**src/rtl/exc_trk_pkg.sv**
```systemverilog
// Package: cause encoding and per-stage cause encoders shared by the tracker.
// Assumes at most one record per stage; a cause of zero means "no fault".
package exc_trk_pkg;

    typedef enum logic [2:0] {
        CAUSE_NONE      = 3'd0,
        CAUSE_IFETCH_PF = 3'd1,
        CAUSE_IFETCH_MA = 3'd2,
        CAUSE_ILLEGAL   = 3'd3,
        CAUSE_OVERFLOW  = 3'd4,
        CAUSE_DATA_PF   = 3'd5,
        CAUSE_DATA_MA   = 3'd6
    } cause_e;

    // Stage registers between fetch/decode, decode/execute, execute/memory.
    localparam int NUM_SLOTS = 3;

    // Fetch encoder: page fault takes precedence over misalignment.
    function automatic cause_e fetch_cause(input logic pf, input logic ma);
        if (pf)      return CAUSE_IFETCH_PF;
        else if (ma) return CAUSE_IFETCH_MA;
        else         return CAUSE_NONE;
    endfunction

    // Memory encoder: page fault takes precedence over misalignment.
    function automatic cause_e data_cause(input logic pf, input logic ma);
        if (pf)      return CAUSE_DATA_PF;
        else if (ma) return CAUSE_DATA_MA;
        else         return CAUSE_NONE;
    endfunction

endpackage

```
**src/rtl/exc_trk_slot.sv**
```systemverilog
// One pipeline register of the exception record (valid, PC, cause).
// Merges the stage's own fault into an unmarked instruction and keeps an
// existing cause untouched. Assumes the pipeline advances every cycle.
module exc_trk_slot
    import exc_trk_pkg::*;
#(
    parameter int PC_W = 32
) (
    input  logic            clk,
    input  logic            rst_n,
    input  logic            squash,
    input  logic            in_valid,
    input  logic [PC_W-1:0] in_pc,
    input  cause_e          in_cause,
    input  cause_e          local_cause,
    output logic            out_valid,
    output logic [PC_W-1:0] out_pc,
    output cause_e          out_cause
);

    cause_e merged;

    // First cause wins; an empty slot carries no cause.
    always_comb begin
        if (!in_valid)                merged = CAUSE_NONE;
        else if (in_cause != CAUSE_NONE) merged = in_cause;
        else                          merged = local_cause;
    end

    // Advance the record one stage, dropping it when squashed.
    always_ff @(posedge clk) begin
        if (!rst_n) begin
            out_valid <= 1'b0;
            out_pc    <= '0;
            out_cause <= CAUSE_NONE;
        end else begin
            out_valid <= in_valid & ~squash;
            out_pc    <= in_pc;
            out_cause <= merged;
        end
    end

    a_r8_squash_kills: assert property (@(posedge clk) disable iff (!rst_n)
        squash |=> !out_valid);

    a_r5_empty_stays_empty: assert property (@(posedge clk) disable iff (!rst_n)
        !in_valid |=> !out_valid);

    a_r6_cause_kept: assert property (@(posedge clk) disable iff (!rst_n)
        (in_valid && in_cause != CAUSE_NONE && !squash) |=> out_cause == $past(in_cause));

endmodule

```
**src/rtl/exc_trk_commit.sv**
```systemverilog
// Commit point at the memory/writeback boundary. Decides whether the
// instruction in the memory stage traps, gates its side effects, holds the
// writeback valid bit and latches the faulting PC and cause.
// Assumes the record arriving here is already in program order.
module exc_trk_commit
    import exc_trk_pkg::*;
#(
    parameter int PC_W = 32
) (
    input  logic            clk,
    input  logic            rst_n,
    input  logic            mem_valid,
    input  logic [PC_W-1:0] mem_pc,
    input  cause_e          mem_cause,
    input  cause_e          local_cause,
    output logic            trap,
    output logic            store_ok,
    output logic            wb_valid,
    output logic [PC_W-1:0] exc_pc,
    output cause_e          exc_cause
);

    cause_e final_cause;

    // Final cause of the memory-stage instruction and the trap decision.
    always_comb begin
        final_cause = (mem_cause != CAUSE_NONE) ? mem_cause : local_cause;
        trap        = mem_valid && (final_cause != CAUSE_NONE);
        store_ok    = mem_valid && !trap;
    end

    // Retire clean instructions into writeback; latch the record on a trap.
    always_ff @(posedge clk) begin
        if (!rst_n) begin
            wb_valid  <= 1'b0;
            exc_pc    <= '0;
            exc_cause <= CAUSE_NONE;
        end else begin
            wb_valid <= mem_valid & ~trap;
            if (trap) begin
                exc_pc    <= mem_pc;
                exc_cause <= final_cause;
            end
        end
    end

    a_r10_faulty_not_written: assert property (@(posedge clk) disable iff (!rst_n)
        trap |=> !wb_valid);

    a_r9_pc_latched: assert property (@(posedge clk) disable iff (!rst_n)
        trap |=> exc_pc == $past(mem_pc));

    a_r9_record_held: assert property (@(posedge clk) disable iff (!rst_n)
        !trap |=> ($stable(exc_pc) && $stable(exc_cause)));

    a_r6_carried_cause_traps: assert property (@(posedge clk) disable iff (!rst_n)
        (mem_valid && mem_cause != CAUSE_NONE) |-> trap);

endmodule

```
**src/rtl/exc_tracker.sv**
```systemverilog
// Top: carries an exception record beside each instruction of a five-stage
// pipeline and raises faults precisely, oldest first, at the memory/writeback
// boundary. Assumes the pipeline advances one stage per cycle.
module exc_tracker
    import exc_trk_pkg::*;
#(
    parameter int              PC_W     = 32,
    parameter logic [PC_W-1:0] TRAP_VEC = 'h100
) (
    input  logic            clk,
    input  logic            rst_n,
    input  logic            if_valid,
    input  logic [PC_W-1:0] if_pc,
    input  logic            if_page_fault,
    input  logic            if_misalign,
    input  logic            id_illegal,
    input  logic            ex_overflow,
    input  logic            mem_page_fault,
    input  logic            mem_misalign,
    output logic            trap_take,
    output logic [PC_W-1:0] trap_target,
    output logic            flush_younger,
    output logic            mem_store_ok,
    output logic            wb_write_ok,
    output logic [PC_W-1:0] exc_pc,
    output logic [2:0]      exc_cause
);

    logic            slot_valid [NUM_SLOTS+1];
    logic [PC_W-1:0] slot_pc    [NUM_SLOTS+1];
    cause_e          slot_cause [NUM_SLOTS+1];
    cause_e          stage_cause[NUM_SLOTS];
    cause_e          mem_local;
    cause_e          exc_cause_e;
    logic            trap;

    // Per-stage fault encoders, in stage order.
    always_comb begin
        stage_cause[0] = fetch_cause(if_page_fault, if_misalign);
        stage_cause[1] = id_illegal  ? CAUSE_ILLEGAL  : CAUSE_NONE;
        stage_cause[2] = ex_overflow ? CAUSE_OVERFLOW : CAUSE_NONE;
        mem_local      = data_cause(mem_page_fault, mem_misalign);
    end

    // Fetch enters the chain without a carried cause.
    always_comb begin
        slot_valid[0] = if_valid;
        slot_pc[0]    = if_pc;
        slot_cause[0] = CAUSE_NONE;
    end

    for (genvar k = 0; k < NUM_SLOTS; k++) begin : g_slot
        exc_trk_slot #(.PC_W(PC_W)) u_slot (
            .clk        (clk),
            .rst_n      (rst_n),
            .squash     (trap),
            .in_valid   (slot_valid[k]),
            .in_pc      (slot_pc[k]),
            .in_cause   (slot_cause[k]),
            .local_cause(stage_cause[k]),
            .out_valid  (slot_valid[k+1]),
            .out_pc     (slot_pc[k+1]),
            .out_cause  (slot_cause[k+1])
        );
    end

    exc_trk_commit #(.PC_W(PC_W)) u_commit (
        .clk        (clk),
        .rst_n      (rst_n),
        .mem_valid  (slot_valid[NUM_SLOTS]),
        .mem_pc     (slot_pc[NUM_SLOTS]),
        .mem_cause  (slot_cause[NUM_SLOTS]),
        .local_cause(mem_local),
        .trap       (trap),
        .store_ok   (mem_store_ok),
        .wb_valid   (wb_write_ok),
        .exc_pc     (exc_pc),
        .exc_cause  (exc_cause_e)
    );

    // Redirect and flush controls follow the commit decision.
    always_comb begin
        trap_take     = trap;
        flush_younger = trap;
        trap_target   = trap ? TRAP_VEC : '0;
        exc_cause     = exc_cause_e;
    end

    a_r11_clean_retires: assert property (@(posedge clk) disable iff (!rst_n)
        mem_store_ok |=> wb_write_ok);

    a_r7_trap_needs_record: assert property (@(posedge clk) disable iff (!rst_n)
        trap_take |-> slot_valid[NUM_SLOTS]);

endmodule

```
**config.mk**
```make
export PLATFORM = sky130hd
export DESIGN_NAME = exc_tracker
export DESIGN_NICKNAME = d
export VERILOG_FILES = /design/src/rtl/exc_trk_pkg.sv /design/src/rtl/exc_trk_slot.sv /design/src/rtl/exc_trk_commit.sv /design/src/rtl/exc_tracker.sv
export SDC_FILE = /design/constraint.sdc
export NUM_CORES = 1
export LEC_CHECK = 0
export BUFFER_PORTS_ARGS = -buffer_cell sky130_fd_sc_hd__buf_2
export CAP_MARGIN = 20
export CORE_MARGIN = 2
export CORE_UTILIZATION = 35
export CTS_BUF_LIST = sky130_fd_sc_hd__clkbuf_16
export DETAILED_ROUTE_END_ITERATION = 8
export GPL_ROUTABILITY_DRIVEN = 0
export PLACE_DENSITY_LB_ADDON = 0.15
export SKIP_CTS_REPAIR_TIMING = 1
export SLEW_MARGIN = 25
export SYNTH_ARGS = -nofsm -noshare
export SYNTH_HDL_FRONTEND = slang
export SYNTH_HIERARCHICAL = 1
export SYNTH_SLANG_ARGS = --single-unit
export TNS_END_PERCENT = 5
```
**constraint.sdc**
```tcl
create_clock -name clk -period 3.2 [get_ports clk]
set_clock_uncertainty 0.1 [all_clocks]
set_input_delay 0 -clock clk [delete_from_list [all_inputs] [get_ports clk]]
set_output_delay 0 -clock clk [all_outputs]
set_load 0.005 [all_outputs]
```
# Yosys cells after proc, flatten, opt, wreduce, memory -nomap -nowiden
# Index checks and enable logic that the tools add are counted.
# word_totals
register_bits	143
latch_bits	0
ramBits	0
rom_bits	0
inputBits	41
wordCells	41
n_memories	0
# op_classes
n_addsub	0
multipliers	0
div_mod_pow	0
n_lt_le_gt_ge	0
n_eq_ne	0
shifts	0
n_mux	10
n_bitwise	7
reduce_logical	11
# op_table
cell	count
$mux 3	5
$reduce_bool 3->1	4
$mux 9	1
$mux 2	3
$reduce_and 2->1	3
$and 1x1->1	4
$not 1->1	3
$reduce_or 3->1	1
$logic_and 1x1->1	2
$logic_not 1->1	1
$mux 1	1

# Depth between registers and ports, before layout
# logic_depth
word_depth	7
depth_mapped	6
ltp_nobuf	4

# Modules after synthesis
# Netlist, hierarchy kept.
# modules_own_cells
mod	n_inst	cells_per_inst	area_per_inst_um2	seq_area_each_um2
exc_trk_slot	3	82	992.2	720.7
exc_trk_commit	1	261	2225.9	720.7
exc_tracker	1	37	270.3	0.0

# Worst setup path after synthesis
# OpenSTA, ideal clock, no wires.
# synth_path
path_kind	register -> register
from	register g_slot[2].u_slot.out_cause[1]
to	register g_slot[0].u_slot.out_valid
t_arrival_ns	1.311
required_time_ns	3.035
setup_slack_ns	1.724
stages_incl_launch_ff	6
synth_period_minus_slack_ns	1.476
cell_sequence	dfxtp_1 nor4_4 buf_6 buf_2 a21oi_1 nor2_1
# synth_between
elab_chain_cells	6
# synth_rtl
item	line_no	text
start, declared	exc_trk_slot.sv:18	output cause_e out_cause
start signal, assigned	exc_trk_slot.sv:39	out_cause <= merged;
$reduce_bool 3->1	exc_trk_commit.sv:27	final_cause = (mem_cause != CAUSE_NONE) ? mem_cause : local_cause;
$mux 3 (*)	exc_trk_commit.sv:27	
$reduce_bool 3->1 (*)	exc_trk_commit.sv:28	trap = mem_valid && (final_cause != CAUSE_NONE);
$logic_and 1x1->1 (*)	exc_trk_commit.sv:28	
net flush_younger	exc_tracker.sv:22	output logic flush_younger,
$not 1->1 (*)	exc_trk_slot.sv:37	out_valid <= in_valid & ~squash;
$and 1x1->1 (*)	exc_trk_slot.sv:37	
end signal, assigned	exc_trk_slot.sv:37	
end, declared	exc_trk_slot.sv:16	output logic out_valid,
# Mark *: on every way through the listed nets, which the timed path passes. The rest lies on a longest branch.
# A chain may end at the register's enable or synchronous reset.

# Worst setup path after layout
# layout_path
from	register g_slot[2].u_slot.out_valid
to	output port flush_younger
# layout_between
elab_chain_cells	1
# layout_rtl
item	line_no
start, declared	exc_trk_slot.sv:16
start signal, assigned	exc_trk_slot.sv:37
$logic_and 1x1->1	exc_trk_commit.sv:28
end, declared	exc_tracker.sv:22
# No other way between the ends.

==> summary.txt <==
Outcome
  – Result of the run: completed

Routing
  – Number of vias per cell after detailed routing: 4.70
  – Number of search-and-repair iterations in the first detailed-routing pass: 5
  – Wire per inst: 13.6 µm
  – Routed WL: 11800 µm
  – DRT iter0 DRCs: 230
  – Number of nets still failing antenna checks after routing: 0
  – Count of unresolved DRC violations after routing: 0
  – Vias: 4079

Synthesis
  – Multiplexer fraction of the synthesized cell area: 0
  – Mapped cell area: 5470 µm²
  – Primary FF master, synth: sky130_fd_sc_hd__dfxtp_1
  – Post-synthesis share of cell area spent on full adders, half adders and majority gates: 0
  – Top-area cell type share of the netlist area: 0.527
  – Number of warnings issued by yosys: 6
  – Number of enable-type register cells in the synthesized netlist: 0
  – Most frequent cell after synthesis: sky130_fd_sc_hd__dfxtp_1
  – Share of synthesized flip-flops with an asynchronous set or reset: 0
  – Cell type with the highest aggregate area in the netlist: sky130_fd_sc_hd__dfxtp_1
  – Part of the Yosys area used for sequential elements: 0.527
  – Seq cells post-synth: 144
  – Fraction of the mapped netlist area in simple logic gates: 0.217
  – Xor/xnor share of the synthesized area: 0
  – Largest family of logic cells by synthesized area: simple AND/OR/NAND/NOR gates
  – Count of distinct cell types in the synthesized netlist: 30
  – Post-Synthesis Mean Instance Area: 10.1 µm²
  – Most numerous cell types in the synthesized netlist: sky130_fd_sc_hd__dfxtp_1 (144), sky130_fd_sc_hd__and2_1 (97), sky130_fd_sc_hd__buf_4 (33), sky130_fd_sc_hd__nand4_1 (33), sky130_fd_sc_hd__nand3_1 (32)
  – Complex-gate fraction of the synthesized area: 0.160
  – Number of instances in the synthesized netlist: 544
  – Main area contributors after synthesis: sky130_fd_sc_hd__dfxtp_1 (53%), sky130_fd_sc_hd__and2_1 (11%), sky130_fd_sc_hd__o2111a_1 (6.4%), sky130_fd_sc_hd__buf_4 (4.5%), sky130_fd_sc_hd__o211ai_1 (4.3%)

Clock network
  – Insertion delay of the later-clocked pin in the worst-skew pair: 0.41 ns
  – CTS tree: yes
  – Clock transition time at the flip-flop clock pins of the worst setup and hold paths: 0.06 ns
  – Num Clock Sinks: 144
  – Maximum root-to-sink buffer count: 2
  – Number of buffers added by the clock tree synthesis step: 17
  – Max H-tree Level: 4
  – Cell at the root of the clock tree: sky130_fd_sc_hd__clkbuf_16

Timing
  – Sum of negative setup slack: 0 ns
  – Hold slack final: 0.00202 ns
  – Final setup violation count: 0
  – Transition time of the tightest slew-check pin: 1.02 ns
  – Tightest slew margin relative to the limit: 0.318
  – Final Slew Violations: 0
  – Clock period minus worst slack: 2.51 ns
  – Final Hold Viols: 0
  – Unrepaired setup endpoints after global routing: no
  – Max Freq: 398 MHz
  – Post-route clock period utilization: 0.785

Worst setup path
  – Arrival time of data at the critical path endpoint: 2.41 ns
  – Type of the worst setup path: flop to output pin
  – Critical Path End Type: output pin
  – Max FO, Critical Path: 37
  – Data required time at the worst endpoint: 3.10 ns
  – Setup crit start kind: flop

Global routing
  – First-pass GRT wire length: 18400 µm
  – Largest net degree at the start of global routing: 155
  – Leftover overflow at the end of global routing: 0
  – Tot GR Track Use: 0.142
  – Vias in the first global route: 3679
  – Initial antenna violation count: 0

Floorplan
  – Core Area: 15300 µm²
  – Height of the chip: 129 µm
  – Die Footprint: 16700 µm²
  – Horiz. Die Dim: 129 µm
  – Count of standard-cell rows: 45
  – Number of placed I/O pins: 112
  – Effective utilization at floorplan: 0.359

Finish
  – Area Overhead vs Synth: 26.0%
  – Number of nets in the layout: 686
  – Fraction of final layout cells with drive strength greater than 1: 0.184
  – Diodes inserted: 0

Run
  – Max-Cap Viols: 0

Pwr
  – Leakage power: 0.00303 µW
  – Highest ir drop seen on vdd: 0.000318 V
  – Pwr dens: 607 nW/µm²

Placement
  – DP HPWL: 7020 µm
  – Buffers on Ports: 80

Hold path
  – Type of the worst min-delay path: input pin to flop
-- power breakdown --
part           switching, µW  leakage, µW  internal, µW
sequential              21.6      0.00118          1850
combinational            109      0.00155          89.5
clock                    739     0.000303          1380
-- path summary, 6_finish.rpt --
check	startpoint	end	slack, ns	depth (start not counted)
setup / recovery	g_slot[2].u_slot/out_valid$_SDFF_PN0_	flush_younger	0.69	3
hold / removal	mem_page_fault	u_commit/exc_cause[0]$_SDFFE_PN0P_	0.002	4
setup reg to reg	g_slot[2].u_slot/out_valid$_SDFF_PN0_	u_commit/exc_pc[30]$_SDFFE_PN0P_	0.90	4
hold reg to reg	g_slot[1].u_slot/out_pc[5]$_SDFF_PN0_	g_slot[2].u_slot/out_pc[5]$_SDFF_PN0_	0.33	1
-- through the flow --
step / setup WS [ns] / util / instances / total power (µW) / cell area (µm²)
after floorplan: 1.72 / - / 587 / 2050 / 5630
after global placement: 1.07 / 0.385 / 800 / 2070 / 5880
after detailed placement: 0.963 / 0.385 / 800 / 2070 / 5880
after CTS: 0.662 / 0.428 / 831 / 4200 / 6520
after global routing: 0.491 / 0.452 / 868 / 4330 / 6890
final: 0.687 / 0.452 / 868 / 4190 / 6890
-- layout by cell type (no fill, tap or decap), types with 4 or more instances in the layout --
cell type / instances
sky130_fd_sc_hd__dfxtp_1: 143
sky130_fd_sc_hd__and2_1: 97
sky130_fd_sc_hd__buf_2: 79
sky130_fd_sc_hd__conb_1: 44
sky130_fd_sc_hd__dlygate4sd3_1: 37
sky130_fd_sc_hd__nand4_1: 33
sky130_fd_sc_hd__nand3_1: 32
sky130_fd_sc_hd__o2111a_1: 31
sky130_fd_sc_hd__a31oi_1: 31
sky130_fd_sc_hd__o211ai_1: 31
sky130_fd_sc_hd__clkbuf_16: 17
sky130_fd_sc_hd__a21oi_1: 10
sky130_fd_sc_hd__inv_1: 9
sky130_fd_sc_hd__or3b_1: 9
sky130_fd_sc_hd__buf_4: 8
sky130_fd_sc_hd__nor3_1: 6
sky130_fd_sc_hd__bufinv_16: 5
sky130_fd_sc_hd__clkinv_4: 4
-- cells by family (layout without fill, tap and decap cells) --
kind of cell           after synthesis  in the layout
AO/OA/AOI/OAI                      110            110
buffers and inverters               96            166
flip-flops                         144            144
other                                1             44
AND/OR/NAND/NOR                    193            193
-- per-layer routing --
metal,vias to the layer above,wire length [µm],GRT usage
li1,2079,-,-
met2,145,5230,0.212
met3,12,821,0.0446
met1,1843,5570,0.188
met5,-,0,0
met4,0,150,0.0659
-- critical path: stages (launching register included) --
cell,delay (ns)
sky130_fd_sc_hd__dfxtp_2,0.75
sky130_fd_sc_hd__clkinv_1,0.54
sky130_fd_sc_hd__a21oi_1,0.50
sky130_fd_sc_hd__buf_2,0.20
-- layout make-up --
type	instances	area (µm²)
Fill cell	1458	8360
Inverter	10	37.5
Sequential cell	144	2880
Timing Repair Buffer	125	837
Clock inverter	14	216
Multi-Input combinational cell	347	2230
Tap cell	211	264
Clock buffer	17	425
-- state kept, by name, summed over array words and instances, names as in the netlist --
| name | cells |
|---|---|
| g_slot.u_slot/out_valid | 3 |
| g_slot.u_slot/out_cause | 9 |
| u_commit/exc_pc | 32 |
| u_commit/exc_cause | 3 |
| u_commit/wb_valid | 1 |
| g_slot.u_slot/out_pc | 96 |
Note: power is estimated with default switching activity, not from simulation.
